$ cat config.mk
export PLATFORM = sky130hd
export DESIGN_NAME = rename_ovr_top
export DESIGN_NICKNAME = d
export VERILOG_FILES = /design/src/rtl/ren_ovr_pkg.sv /design/src/rtl/ren_retire_ovr.sv /design/src/rtl/ren_group_bypass.sv /design/src/rtl/rename_ovr_top.sv
export SDC_FILE = /design/constraint.sdc
export NUM_CORES = 1
export LEC_CHECK = 0
export BUFFER_PORTS_ARGS = -buffer_cell sky130_fd_sc_hd__buf_2
export CORE_ASPECT_RATIO = 0.75
export CORE_MARGIN = 2
export CORE_UTILIZATION = 50
export DETAILED_ROUTE_END_ITERATION = 6
export GPL_ROUTABILITY_DRIVEN = 0
export MAX_ROUTING_LAYER = met4
export PLACE_DENSITY = 0.87
export SETUP_SLACK_MARGIN = 0.15
export SYNTH_ARGS = -nofsm -noshare
export SYNTH_HDL_FRONTEND = slang
export SYNTH_SLANG_ARGS = --single-unit
$ cat constraint.sdc
create_clock -name clk -period 2.53 [get_ports clk]
set_input_delay 0.506 -clock clk [delete_from_list [all_inputs] [get_ports clk]]
set_output_delay 0.506 -clock clk [all_outputs]
set_load 0.1 [all_outputs]
$ cat src/rtl/ren_ovr_pkg.sv
// Shared types for the rename source override network.
// Assumes: tags are {file-select flag, index}, where flag 1 selects the
// retirement register file.
package ren_ovr_pkg;

    // Which correction produced a final source tag
    typedef enum logic [1:0] {
        SEL_ARRAY  = 2'd0,
        SEL_RETIRE = 2'd1,
        SEL_GROUP  = 2'd2
    } ovr_sel_e;

endpackage

$ cat src/rtl/ren_retire_ovr.sv
// Retirement override for one source.
// Does: compares the array tag index against every valid retiring tag.
//   On a hit, it returns a register-file pointer indexed by the logical
//   source name.
// Assumes: only reorder-buffer tags (flag 0) can retire, and LW <= PW.
module ren_retire_ovr #(
    parameter int PW   = 6,
    parameter int LW   = 5,
    parameter int NRET = 3
) (
    input  logic [PW:0]        arr_tag,
    input  logic [LW-1:0]      lsrc,
    input  logic [NRET-1:0]    ret_valid,
    input  logic [NRET*PW-1:0] ret_tag,
    output logic [PW:0]        tag_o,
    output logic               hit_o
);

    logic [NRET-1:0] slot_hit;

    // One comparator per retiring slot
    for (genvar k = 0; k < NRET; k++) begin : g_cmp
        assign slot_hit[k] = ret_valid[k] && !arr_tag[PW]
                             && (ret_tag[k*PW +: PW] == arr_tag[PW-1:0]);
    end

    // Select the register-file pointer or keep the array tag
    always_comb begin
        hit_o = |slot_hit;
        tag_o = hit_o ? {1'b1, PW'(lsrc)} : arr_tag;
    end

endmodule

$ cat src/rtl/ren_group_bypass.sv
// Intra-group dependence override for one source.
// Does: searches the NOLD older micro-ops. The youngest live one whose
//   destination name equals the source name supplies its allocator tag.
// Assumes: older micro-ops are ordered oldest first (index 0), and
//   NOLD >= 1.
module ren_group_bypass #(
    parameter int PW   = 6,
    parameter int LW   = 5,
    parameter int NOLD = 1
) (
    input  logic [LW-1:0]      lsrc,
    input  logic [NOLD-1:0]    older_live,
    input  logic [NOLD*LW-1:0] older_ldst,
    input  logic [NOLD*PW-1:0] older_pdst,
    output logic               hit_o,
    output logic [PW-1:0]      pdst_o
);

    // Priority scan: a later (younger) match overwrites an earlier one
    always_comb begin
        hit_o  = 1'b0;
        pdst_o = '0;
        for (int j = 0; j < NOLD; j++) begin
            if (older_live[j] && (older_ldst[j*LW +: LW] == lsrc)) begin
                hit_o  = 1'b1;
                pdst_o = older_pdst[j*PW +: PW];
            end
        end
    end

endmodule

$ cat src/rtl/rename_ovr_top.sv
// Rename source override network (top).
// Does: applies retirement overrides to the array source tags, then lets
//   intra-group older-writer overrides take precedence, then registers the
//   result together with the micro-op valid bits.
// Assumes: the alias table is read in the same cycle; micro-op 0 is the
//   oldest in the group.
module rename_ovr_top
    import ren_ovr_pkg::*;
#(
    parameter int NUOP = 3,
    parameter int NSRC = 2,
    parameter int NRET = 3,
    parameter int PW   = 6,
    parameter int LW   = 5
) (
    input  logic                       clk,
    input  logic                       rst_n,
    input  logic [NUOP-1:0]            uop_valid,
    input  logic [NUOP-1:0]            uop_has_dst,
    input  logic [NUOP*NSRC*LW-1:0]    uop_lsrc,
    input  logic [NUOP*LW-1:0]         uop_ldst,
    input  logic [NUOP*NSRC*(PW+1)-1:0] arr_psrc,
    input  logic [NUOP*PW-1:0]         alloc_pdst,
    input  logic [NRET-1:0]            ret_valid,
    input  logic [NRET*PW-1:0]         ret_tag,
    output logic [NUOP-1:0]            out_valid,
    output logic [NUOP*NSRC*(PW+1)-1:0] out_psrc
);

    localparam int TW    = PW + 1;
    localparam int NSLOT = NUOP * NSRC;

    logic [NUOP-1:0]     uop_live;
    logic [NSLOT*TW-1:0] final_tag;

    // A micro-op can supply an override only if it is valid and writes
    assign uop_live = uop_valid & uop_has_dst;

    for (genvar i = 0; i < NUOP; i++) begin : g_uop
        for (genvar s = 0; s < NSRC; s++) begin : g_src
            localparam int SL = i * NSRC + s;
            logic [TW-1:0] ret_out;
            logic          ret_hit;
            logic          grp_hit;
            logic [PW-1:0] grp_pdst;
            ovr_sel_e      sel;

            ren_retire_ovr #(.PW(PW), .LW(LW), .NRET(NRET)) u_ret (
                .arr_tag   (arr_psrc[SL*TW +: TW]),
                .lsrc      (uop_lsrc[SL*LW +: LW]),
                .ret_valid (ret_valid),
                .ret_tag   (ret_tag),
                .tag_o     (ret_out),
                .hit_o     (ret_hit)
            );

            if (i > 0) begin : g_byp
                ren_group_bypass #(.PW(PW), .LW(LW), .NOLD(i)) u_byp (
                    .lsrc       (uop_lsrc[SL*LW +: LW]),
                    .older_live (uop_live[i-1:0]),
                    .older_ldst (uop_ldst[i*LW-1:0]),
                    .older_pdst (alloc_pdst[i*PW-1:0]),
                    .hit_o      (grp_hit),
                    .pdst_o     (grp_pdst)
                );
            end else begin : g_oldest
                assign grp_hit  = 1'b0;
                assign grp_pdst = '0;
            end

            // Group override wins over retirement, which wins over the array
            always_comb begin
                if (grp_hit)      sel = SEL_GROUP;
                else if (ret_hit) sel = SEL_RETIRE;
                else              sel = SEL_ARRAY;
                case (sel)
                    SEL_GROUP:  final_tag[SL*TW +: TW] = {1'b0, grp_pdst};
                    SEL_RETIRE: final_tag[SL*TW +: TW] = ret_out;
                    default:    final_tag[SL*TW +: TW] = arr_psrc[SL*TW +: TW];
                endcase
            end
        end
    end

    // Output stage: capture final tags and valid bits once per cycle
    always_ff @(posedge clk) begin
        if (!rst_n) begin
            out_valid <= '0;
            out_psrc  <= '0;
        end else begin
            out_valid <= uop_valid;
            out_psrc  <= final_tag;
        end
    end

endmodule

Word level (Yosys, flattened, before mapping)
Cells that the tools add are included.
{"block": "totals", "inputBits": 134, "elab_cells": 127, "output_inout_bits": 45, "regBits": 45}
{"block": "classes", "n_reduce_logical": 54, "n_bitwise": 1, "mux": 34, "eq_ne": 36}
{"cell": "$eq 6x6->1", "n": 18}
{"cell": "$pmux 7 s2", "n": 6}
{"cell": "$logic_and 1x1->1", "n": 42}
{"cell": "$mux 7", "n": 6}
{"cell": "$mux 6", "n": 6}
{"cell": "$eq 5x5->1", "n": 6}
{"cell": "$reduce_or 3->1", "n": 6}
{"cell": "$eq 2x2->1 const B", "n": 6}
{"cell": "$mux 1", "n": 12}
{"cell": "$eq 2x1->1 const B", "n": 5}
{"cell": "$mux 2", "n": 4}
{"cell": "$logic_not 1->1", "n": 6}
{"cell": "$and 2x2->2", "n": 1}
{"cell": "$eq 1x1->1 const B", "n": 1}

Depth between registers and ports, before layout
Gate-level depths: netlist (run 1).
{"block": "logic_depth", "ltp_word": 8, "mapped_depth": 7, "mapped_depth_nobuf": 6}

Modules after synthesis
A second synthesis (run 1) with hierarchy kept.
{"block": "unflattened", "cells_unflattened": 497, "area_unflattened_um2": 4919.7}
{"mod": "rename_ovr_top", "cells_each": 173, "n_inst": 1, "area_each_um2": 2079.5, "seq_area_each_um2": 900.9}
{"mod": "ren_retire_ovr", "cells_each": 36, "n_inst": 6, "area_each_um2": 341.6, "seq_area_each_um2": 0.0}
{"mod": "ren_group_bypass at g_uop[2].g_src[0].g_byp.u_byp ...", "cells_each": 34, "n_inst": 2, "area_each_um2": 271.5, "seq_area_each_um2": 0.0}
{"mod": "ren_group_bypass at g_uop[1].g_src[0].g_byp.u_byp ...", "cells_each": 20, "n_inst": 2, "area_each_um2": 123.9, "seq_area_each_um2": 0.0}

Worst setup path before layout (run 1)
Ideal clock, no wire load.
{"block": "synth_path", "path_type": "input port to flip-flop", "start": "input uop_ldst[4]", "end": "register out_psrc[22]", "path_slack_ns": 0.799, "stages": 7, "arrival_time_ns": 1.610, "n_path_buf": 2, "required_time_ns": 2.409, "setup_ns": 0.121, "path_cell_list": "clkbuf_2 -> xnor2_1 -> nand4_1 -> or3_1 -> buf_2 -> o21ai_0 -> a21oi_1"}
{"block": "synth_between", "elab_chain_cells": 6, "elab_cells_between_ends": 8, "classes_between": "eq/ne (3); mux (4); reduce/logical (1)"}
{"element": "start: declaration", "line_no": "rename_ovr_top.sv:21", "rtl": "input logic [NUOP*LW-1:0] uop_ldst,"}
{"element": "$eq 5x5->1 (*)", "line_no": "ren_group_bypass.sv:24", "rtl": "if (older_live[j] && (older_ldst[j*LW +: LW] == lsrc)) begin"}
{"element": "$logic_and 1x1->1 (*)", "line_no": "ren_group_bypass.sv:24"}
{"element": "$mux 1", "line_no": "ren_group_bypass.sv:24"}
{"element": "$mux 2", "line_no": "rename_ovr_top.sv:73", "rtl": "if (grp_hit) sel = SEL_GROUP;"}
{"element": "$eq 2x1->1 or $eq 2x2->1 (tied branches)", "line_no": "rename_ovr_top.sv:76", "rtl": "case (sel)"}
{"element": "$pmux 7 s2 (*)", "line_no": "rename_ovr_top.sv:76"}
{"element": "end signal: assignment", "line_no": "rename_ovr_top.sv:92", "rtl": "out_psrc <= final_tag;"}
{"element": "end: declaration", "line_no": "rename_ovr_top.sv:27", "rtl": "output logic [NUOP*NSRC*(PW+1)-1:0] out_psrc"}
Mark *: on every way between the ends. The rest lies on a longest branch, timed or not.
A chain may end at the register's enable or synchronous reset.

Worst setup path in the final report (run 1)
{"block": "layout_path", "start": "input uop_lsrc[25]", "end": "register out_psrc[40]"}
{"block": "layout_between", "elab_chain_cells": 7, "elab_cells_between_ends": 12, "classes_between": "eq/ne (4); mux (6); reduce/logical (2)"}
{"element": "start: declaration", "line_no": "rename_ovr_top.sv:20", "rtl": "input logic [NUOP*NSRC*LW-1:0] uop_lsrc,"}
{"element": "$eq 5x5->1", "line_no": "ren_group_bypass.sv:24"}
{"element": "$logic_and 1x1->1", "line_no": "ren_group_bypass.sv:24"}
{"element": "$mux 1 (2 in a row)", "line_no": "ren_group_bypass.sv:24"}
{"element": "$mux 2", "line_no": "rename_ovr_top.sv:73"}
{"element": "$eq 2x1->1 or $eq 2x2->1 (tied branches)", "line_no": "rename_ovr_top.sv:76"}
{"element": "$pmux 7 s2 (*)", "line_no": "rename_ovr_top.sv:76"}
Marked as above.

==> flow_summary.toml, run 1 <==
[sta]
finalSetupTns_ps = 0
timing.final.setup_violations = 0
timing_max_transition_violations_final = 0
final.period_utilization_pct = 68.5
rsz_0062_raised_after_global_routing = "false"
final_period_minus_worst_setup_slack_ps = 1730
worst_slew_pin_slew_ps = 637
timing.max_slew.rel_slack_pct = 57.5
finalHoldViolations = 0
maximum_clock_rate_mhz = 577

[floorplan]
initial_core_utilization_pct = 51.1
boundaryPins = 179
placementRows = 27
core_mm2 = 0.00730
fp.dieArea_mm2 = 0.00818
fp.dieH_um = 78.8
dieWidth_um = 104

[cells_and_area]
finish.cell_count_without_fillers = 671
layout_area_growth_over_synthesis_pct = 22.0
most-common-layout-cells = "buf_2, xnor2_1, xor2_1"
proportion_of_layout_cells_with_a_drive_suffix_above_1_pct = 34.2
layout.cells.most_common = "buf_2"
nNetsFinal = 703
fill_cells = 651
diodes_inserted = 0

[critical_path]
critical_path.slowest_cell = "or3_1"
critical-path-top-cell-by-count = "a21oi_1"
crit_path_start_kind = "input port"
critPathTopFamily = "simple AND/OR/NAND/NOR gates"
worst_setup_path_end_kind = "flip-flop"
worstPathArrival_ps = 1900
critPathBufInv = 1
criticalPathCategory = "input port to flip-flop"
worstPathRequired_ps = 2700
critical_path.cell_chain = "buf_2 -> xnor2_1 -> nand4_1 -> or3_1 -> nor4b_4 -> a21oi_1 -> a21oi_1"
cpPeakStageDelay_ps = 520
crit_fanout = 8

[logic_synthesis]
post_synth_inst_count = 424
seq_area_frac_synth_pct = 24.1
ys_seq_elements = 45
synth.lib_cells_used.distinct = 39
synth.yosys.warnings = 0
post_synthesis_instance_area_mm2 = 0.00373
nets_in_the_synthesized_netlist = 558
postSynthAreaPerCell_um2 = 8.80

[detailed_routing]
antenna_left = 0
dr_total_vias = 3844
drc = 0
post_drt_via_cell_ratio = 5.73
drt_pass1_iterations = 7
drt_iter0_drc = 337
routed_wire_length_per_instance_um = 18.6
detail_route.wirelength_um = 12400

[pwr]
vdd.ir_drop.worst_v = 0.000266
p_per_area_mw_per_mm2 = 469
leakagePower_nw = 2.05
pwr-share-clk_pct = 21.2
power.share.sequential_pct = 35.6
sw_frac_of_total_pct = 43.3
totalPowerFinal_mw = 2.14
internal_power_mw = 1.21
comb_power_share_pct = 43.2
net-switching-power_mw = 0.926

[placed_design]
detailedPlacementHpwl_um = 9890
numPlacedInstances = 663
io_port_bufs = 166

[clock_network]
clkTransAtPathRegs_ps = 90
cts_buffers = 5
holdBufCountCts = 0
cts-htree-levels = 2
clock-root-buffer = "clkbuf_8"
clock-sinks = 45
postCtsSetupRepairBufs = 0
cts_tree = "done"
cts.repair.resized = 0
cts-root-to-sink-buffers = 2

[grt]
grt_first_pass_wirelength_um = 18800
grt_overflow = 0
antenna_found_initial = 0
grt_util_all_layers_pct = 30.2
grt_pass1_vias = 3768
pin_count_of_the_biggest_net_entering_global_routing = 26

[status]
outcome = "finished, final reports clean"

[worst_hold_path]
hold_path.class = "input port to flip-flop"

[flow_run]
drv_cap = 0
## layout make-up
type	instances	area (um^2)	share of cell area, %
multi-input cells	342	2570	56.5
flip-flops and latches	45	901	19.8
repair buffers	167	838	18.4
well taps	101	126	2.78
clock buffers	6	72.6	1.59
inverters	8	30.0	0.660
clock inverters	2	10.0	0.220
## stage by stage
step           setup slack (ps)  cell area [um^2]  hold slack, ps  utilization, %
3_3_place_gp                572              4470             718            61.2
5_1_grt                     700              4550             424            62.4
4_1_cts                     810              4550             398            62.4
2_1_floorplan               799              3730             620               -
6_report                    798              4550             405            62.4
3_5_place_dp                502              4470             716            61.2
## routing by layer
layer  global-route usage, %  vias up  routed length (um)
met5                       -        -                   0
met4                    12.6        0                 380
met3                    6.81       50                1330
met2                    47.8      278                5670
met1                    37.7     1767                5060
li1                        -     1749                   -
## Yosys cell counts
cell type	count	area, um^2
o22ai_1	1	6.26
clkdlybuf4s15_1	1	10.0
nor2b_1	1	6.26
or3_1	2	12.5
a22oi_1	1	7.51
o221a_2	1	11.3
a31oi_1	11	68.8
nor4_2	9	113
nand3_1	20	100
nor3b_1	9	67.6
nor3_1	9	45.0
nor2_1	25	93.8
o211a_1	1	10.0
nand2_1	13	48.8
nor3_2	1	10.0
nand3_2	5	50.1
o21ai_0	10	50.1
o31a_1	1	8.76
clkbuf_1	3	11.3
buf_2	2	10.0
inv_1	8	30.0
xnor2_1	77	674
buf_6	6	67.6
clkbuf_8	1	13.8
nor3_4	3	48.8
nand4b_1	2	17.5
o21ai_1	8	40.0
xor2_1	59	517
nor4_1	5	31.3
or3_4	1	11.3
a221oi_1	1	8.76
nor4b_4	1	23.8
a21oi_1	16	80.1
mux2i_1	28	280
dfxtp_1	45	901
buf_4	14	105
and2_1	4	25.0
nand4_1	17	106
clkbuf_2	2	10.0
## power groups by stage
| stage | Sequential [mW] | Combinational, mW | Clock, mW |
|---|---|---|---|
| final | 0.761 | 0.923 | 0.452 |
| after global routing | 0.765 | 0.964 | 0.476 |
| after CTS | 0.761 | 0.912 | 0.460 |
| after detailed placement | 0.777 | 0.908 | 0 |
| after global placement | 0.777 | 0.883 | 0 |
| after floorplan | 1.10 | 0.342 | 0 |
## sequential cells by signal, indices dropped and copies added (netlist names)
name / flops
out_psrc: 42
out_valid: 3
## worst paths after layout
check | endpoint | slack, ps | cells past startpoint | from
max | out_psrc[40] | 800 | 7 | uop_lsrc[25]
min | out_valid[2] | 400 | 2 | uop_valid[2]
## cells by family (layout without fill, tap and decap cells)
family	after synthesis	in the layout	share of synthesized area (%)
xor gates and xnor gates	136	136	31.9
buffers and inverters	37	183	6.91
DFF	45	45	24.1
and+or+nand+nor	127	127	21.7
muxes	28	28	7.51
AOI/OAI and AO/OA	51	51	7.81
(Power assumes the default switching activity.)
==> run 2, diff against run 1 <==
--- a/config.mk
+++ b/config.mk
@@ -5,6 +5,7 @@
 export SDC_FILE = /design/constraint.sdc
 export NUM_CORES = 1
 export LEC_CHECK = 0
+export ABC_AREA = 1
 export BUFFER_PORTS_ARGS = -buffer_cell sky130_fd_sc_hd__buf_2
 export CORE_ASPECT_RATIO = 0.75
 export CORE_MARGIN = 2
@@ -12,7 +13,7 @@
 export DETAILED_ROUTE_END_ITERATION = 6
 export GPL_ROUTABILITY_DRIVEN = 0
 export MAX_ROUTING_LAYER = met4
-export PLACE_DENSITY = 0.87
+export PLACE_DENSITY = 0.83
 export SETUP_SLACK_MARGIN = 0.15
 export SYNTH_ARGS = -nofsm -noshare
 export SYNTH_HDL_FRONTEND = slang
==> constraint.sdc (replaced) <==
create_clock -name clk -period 1.8 [get_ports clk]
set_input_delay 0.36 -clock clk [delete_from_list [all_inputs] [get_ports clk]]
set_output_delay 0.36 -clock clk [all_outputs]
set_load 0.1 [all_outputs]
==> flow_summary.toml, run 2 <==
[sta]
final_period_minus_worst_setup_slack_ps = 1500
timing.max_slew.rel_slack_pct = 67.2
fin_worst_hold_slack_ps = 244
worst_slew_pin_slew_ps = 495
final.setup.worst_slack_ps = 299
final.period_utilization_pct = 83.4
timing.final.setup_violations = 0
timing_max_transition_violations_final = 0
finalSetupTns_ps = 0
rsz_0062_raised_after_global_routing = "false"
finalHoldViolations = 0
maximum_clock_rate_mhz = 666

[floorplan]
core_mm2 = 0.00853
boundaryPins = 179
placementRows = 29
initial_core_utilization_pct = 52.1
fp.dieH_um = 85.6
fp.dieArea_mm2 = 0.00966
dieWidth_um = 113

[logic_synthesis]
synth_top_area_share_pct = 25.0
synthTopCellsByArea = "nand2_1, dfxtp_1, nor2_1"
post_synth_inst_count = 835
post_synthesis_instance_area_mm2 = 0.00444
synth_top_flop_cell = "dfxtp_1"
post-synth-top-area-cell = "nand2_1"
post-synth-top-count-cell = "nand2_1"
synth.yosys.warnings = 0
nets_in_the_synthesized_netlist = 969
ys_seq_elements = 45
ffs_w_async_s_r_synth_pct = 0
seq_area_frac_synth_pct = 20.3
postSynthAreaPerCell_um2 = 5.32
synth.lib_cells_used.distinct = 31
synth-edff-count = 0
cell_types_with_the_highest_counts_after_synthesis = "nand2_1, nor2_1, inv_1"

[grt]
grt_use_met3_pct = 8.98
groute.layer.met2.usage_pct = 48.1
antenna_found_initial = 0
grt_util_all_layers_pct = 33.8
pin_count_of_the_biggest_net_entering_global_routing = 24
gr-usage-met1_pct = 47.4
grt_pass1_vias = 5345
grt_first_pass_wirelength_um = 25700
grt_overflow = 0
top_usage_layer = "met2"

[clock_network]
cts_buffers = 5
cts-htree-levels = 2
clock-sinks = 45
clkTransAtPathRegs_ps = 70
holdBufCountCts = 0
cts_tree = "done"
cts.repair.resized = 0
clock-root-buffer = "clkbuf_16"
postCtsSetupRepairBufs = 0
cts-root-to-sink-buffers = 2

[pwr]
vdd.ir_drop.worst_v = 0.000554
totalPowerFinal_mw = 3.63
leakagePower_nw = 3.42
p_per_area_mw_per_mm2 = 641

[worst_hold_path]
hold_path_origin = "uop_valid[2]"
hold_path.class = "input port to flip-flop"
min_delay_worst_endpoint = "out_valid[2]"
hold_path_depth = 3

[critical_path]
critical_path.cell_chain = "buf_2 -> inv_2 -> o21ai_0 -> nor2_1 -> nand3_1 -> nand3_2 -> nor3_1 -> nor2_1 -> nor2_1"
cpPeakStageDelay_ps = 240
critPathBufInv = 2
worst_setup_path_end_kind = "flip-flop"
worstPathRequired_ps = 2010
crit_path_start_kind = "input port"
criticalPathCategory = "input port to flip-flop"
worstPathArrival_ps = 1710
critical-path-top-cell-by-count = "nor2_1"
crit_fanout = 12
critical_path.slowest_cell = "nor3_1"
critPathTopFamily = "simple AND/OR/NAND/NOR gates"

[detailed_routing]
antenna_left = 0
routed_wire_length_per_instance_um = 14.3
drc = 0
dr_total_vias = 5877
detail_route.wirelength_um = 16000
drt_iter0_drc = 740
post_drt_via_cell_ratio = 5.23
drt_pass1_iterations = 6

[status]
outcome = "finished, final reports clean"

[placed_design]
io_port_bufs = 166
place_worst_setup_slack_ps = -0.793
postPlaceCellArea_mm2 = 0.00547
numPlacedInstances = 1116
detailedPlacementHpwl_um = 12900

[flow_run]
drv_cap = 0

[cells_and_area]
postLayoutCellArea_mm2 = 0.00567
fill_cells = 839
max_flop_register = "out_psrc"
layout_top_registers = "out_psrc x42, out_valid x3"
nNetsFinal = 1149
largest_register_ff_count = 42
diodes_inserted = 0
layout_area_growth_over_synthesis_pct = 27.6
final_util_pct = 66.5
layout.cells.most_common = "nand2_1"
proportion_of_layout_cells_with_a_drive_suffix_above_1_pct = 23.1
most-common-layout-cells = "nand2_1, buf_2, nor2_1"
finish.cell_count_without_fillers = 1124
run 2: worst max-delay path by stage:
| stage | startpoint | to | slack [ps] | depth (start not counted) |
|---|---|---|---|---|
| 6_report | ret_tag[6] | out_psrc[37] | 300 | 9 |
| 5_1_grt | uop_ldst[9] | out_psrc[28] | 190 | 12 |
| 4_1_cts | uop_valid[1] | out_psrc[29] | 290 | 11 |
| 3_5_place_dp | uop_valid[1] | out_psrc[29] | -0.8 | 11 |
| 3_3_place_gp | uop_valid[1] | out_psrc[29] | 40 | 11 |
| 2_1_floorplan | ret_tag[3] | out_psrc[37] | 380 | 14 |
run 2: report_power, final:
part           leakage [nW]  total [mW]  switching [mW]  internal (mW)
registers             0.375        1.07          0.0133           1.06
logic                  2.96        1.47            1.07          0.392
clock network        0.0831        1.09           0.402          0.693
total                  3.42        3.63            1.49           2.14
run 2: final cells by class:
class | instances | area [um^2] | area share (%)
Inverter | 126 | 473 | 8.35
Clock inverter | 2 | 37.5 | 0.662
Sequential cell | 45 | 901 | 15.9
Timing Repair Buffer | 197 | 1080 | 19.0
Multi-Input combinational cell | 640 | 2910 | 51.3
Tap cell | 108 | 135 | 2.38
Clock buffer | 6 | 139 | 2.45
run 2: logic make-up after synthesis:
logic type,after synthesis,synth area share [%]
AND/OR/NAND/NOR,537,50.5
buffers and inverters,150,14.7
AO/OA/AOI/OAI,76,9.24
flip-flops,45,20.3
XOR/XNOR,27,5.32
run 2: layer usage:
metal  vias to the layer above  part of all wire (%)
met4                         0                   2.3
li1                       2947                     -
met1                      2486                    43
met5                         -                     0
met3                        42                    15
met2                       402                    40
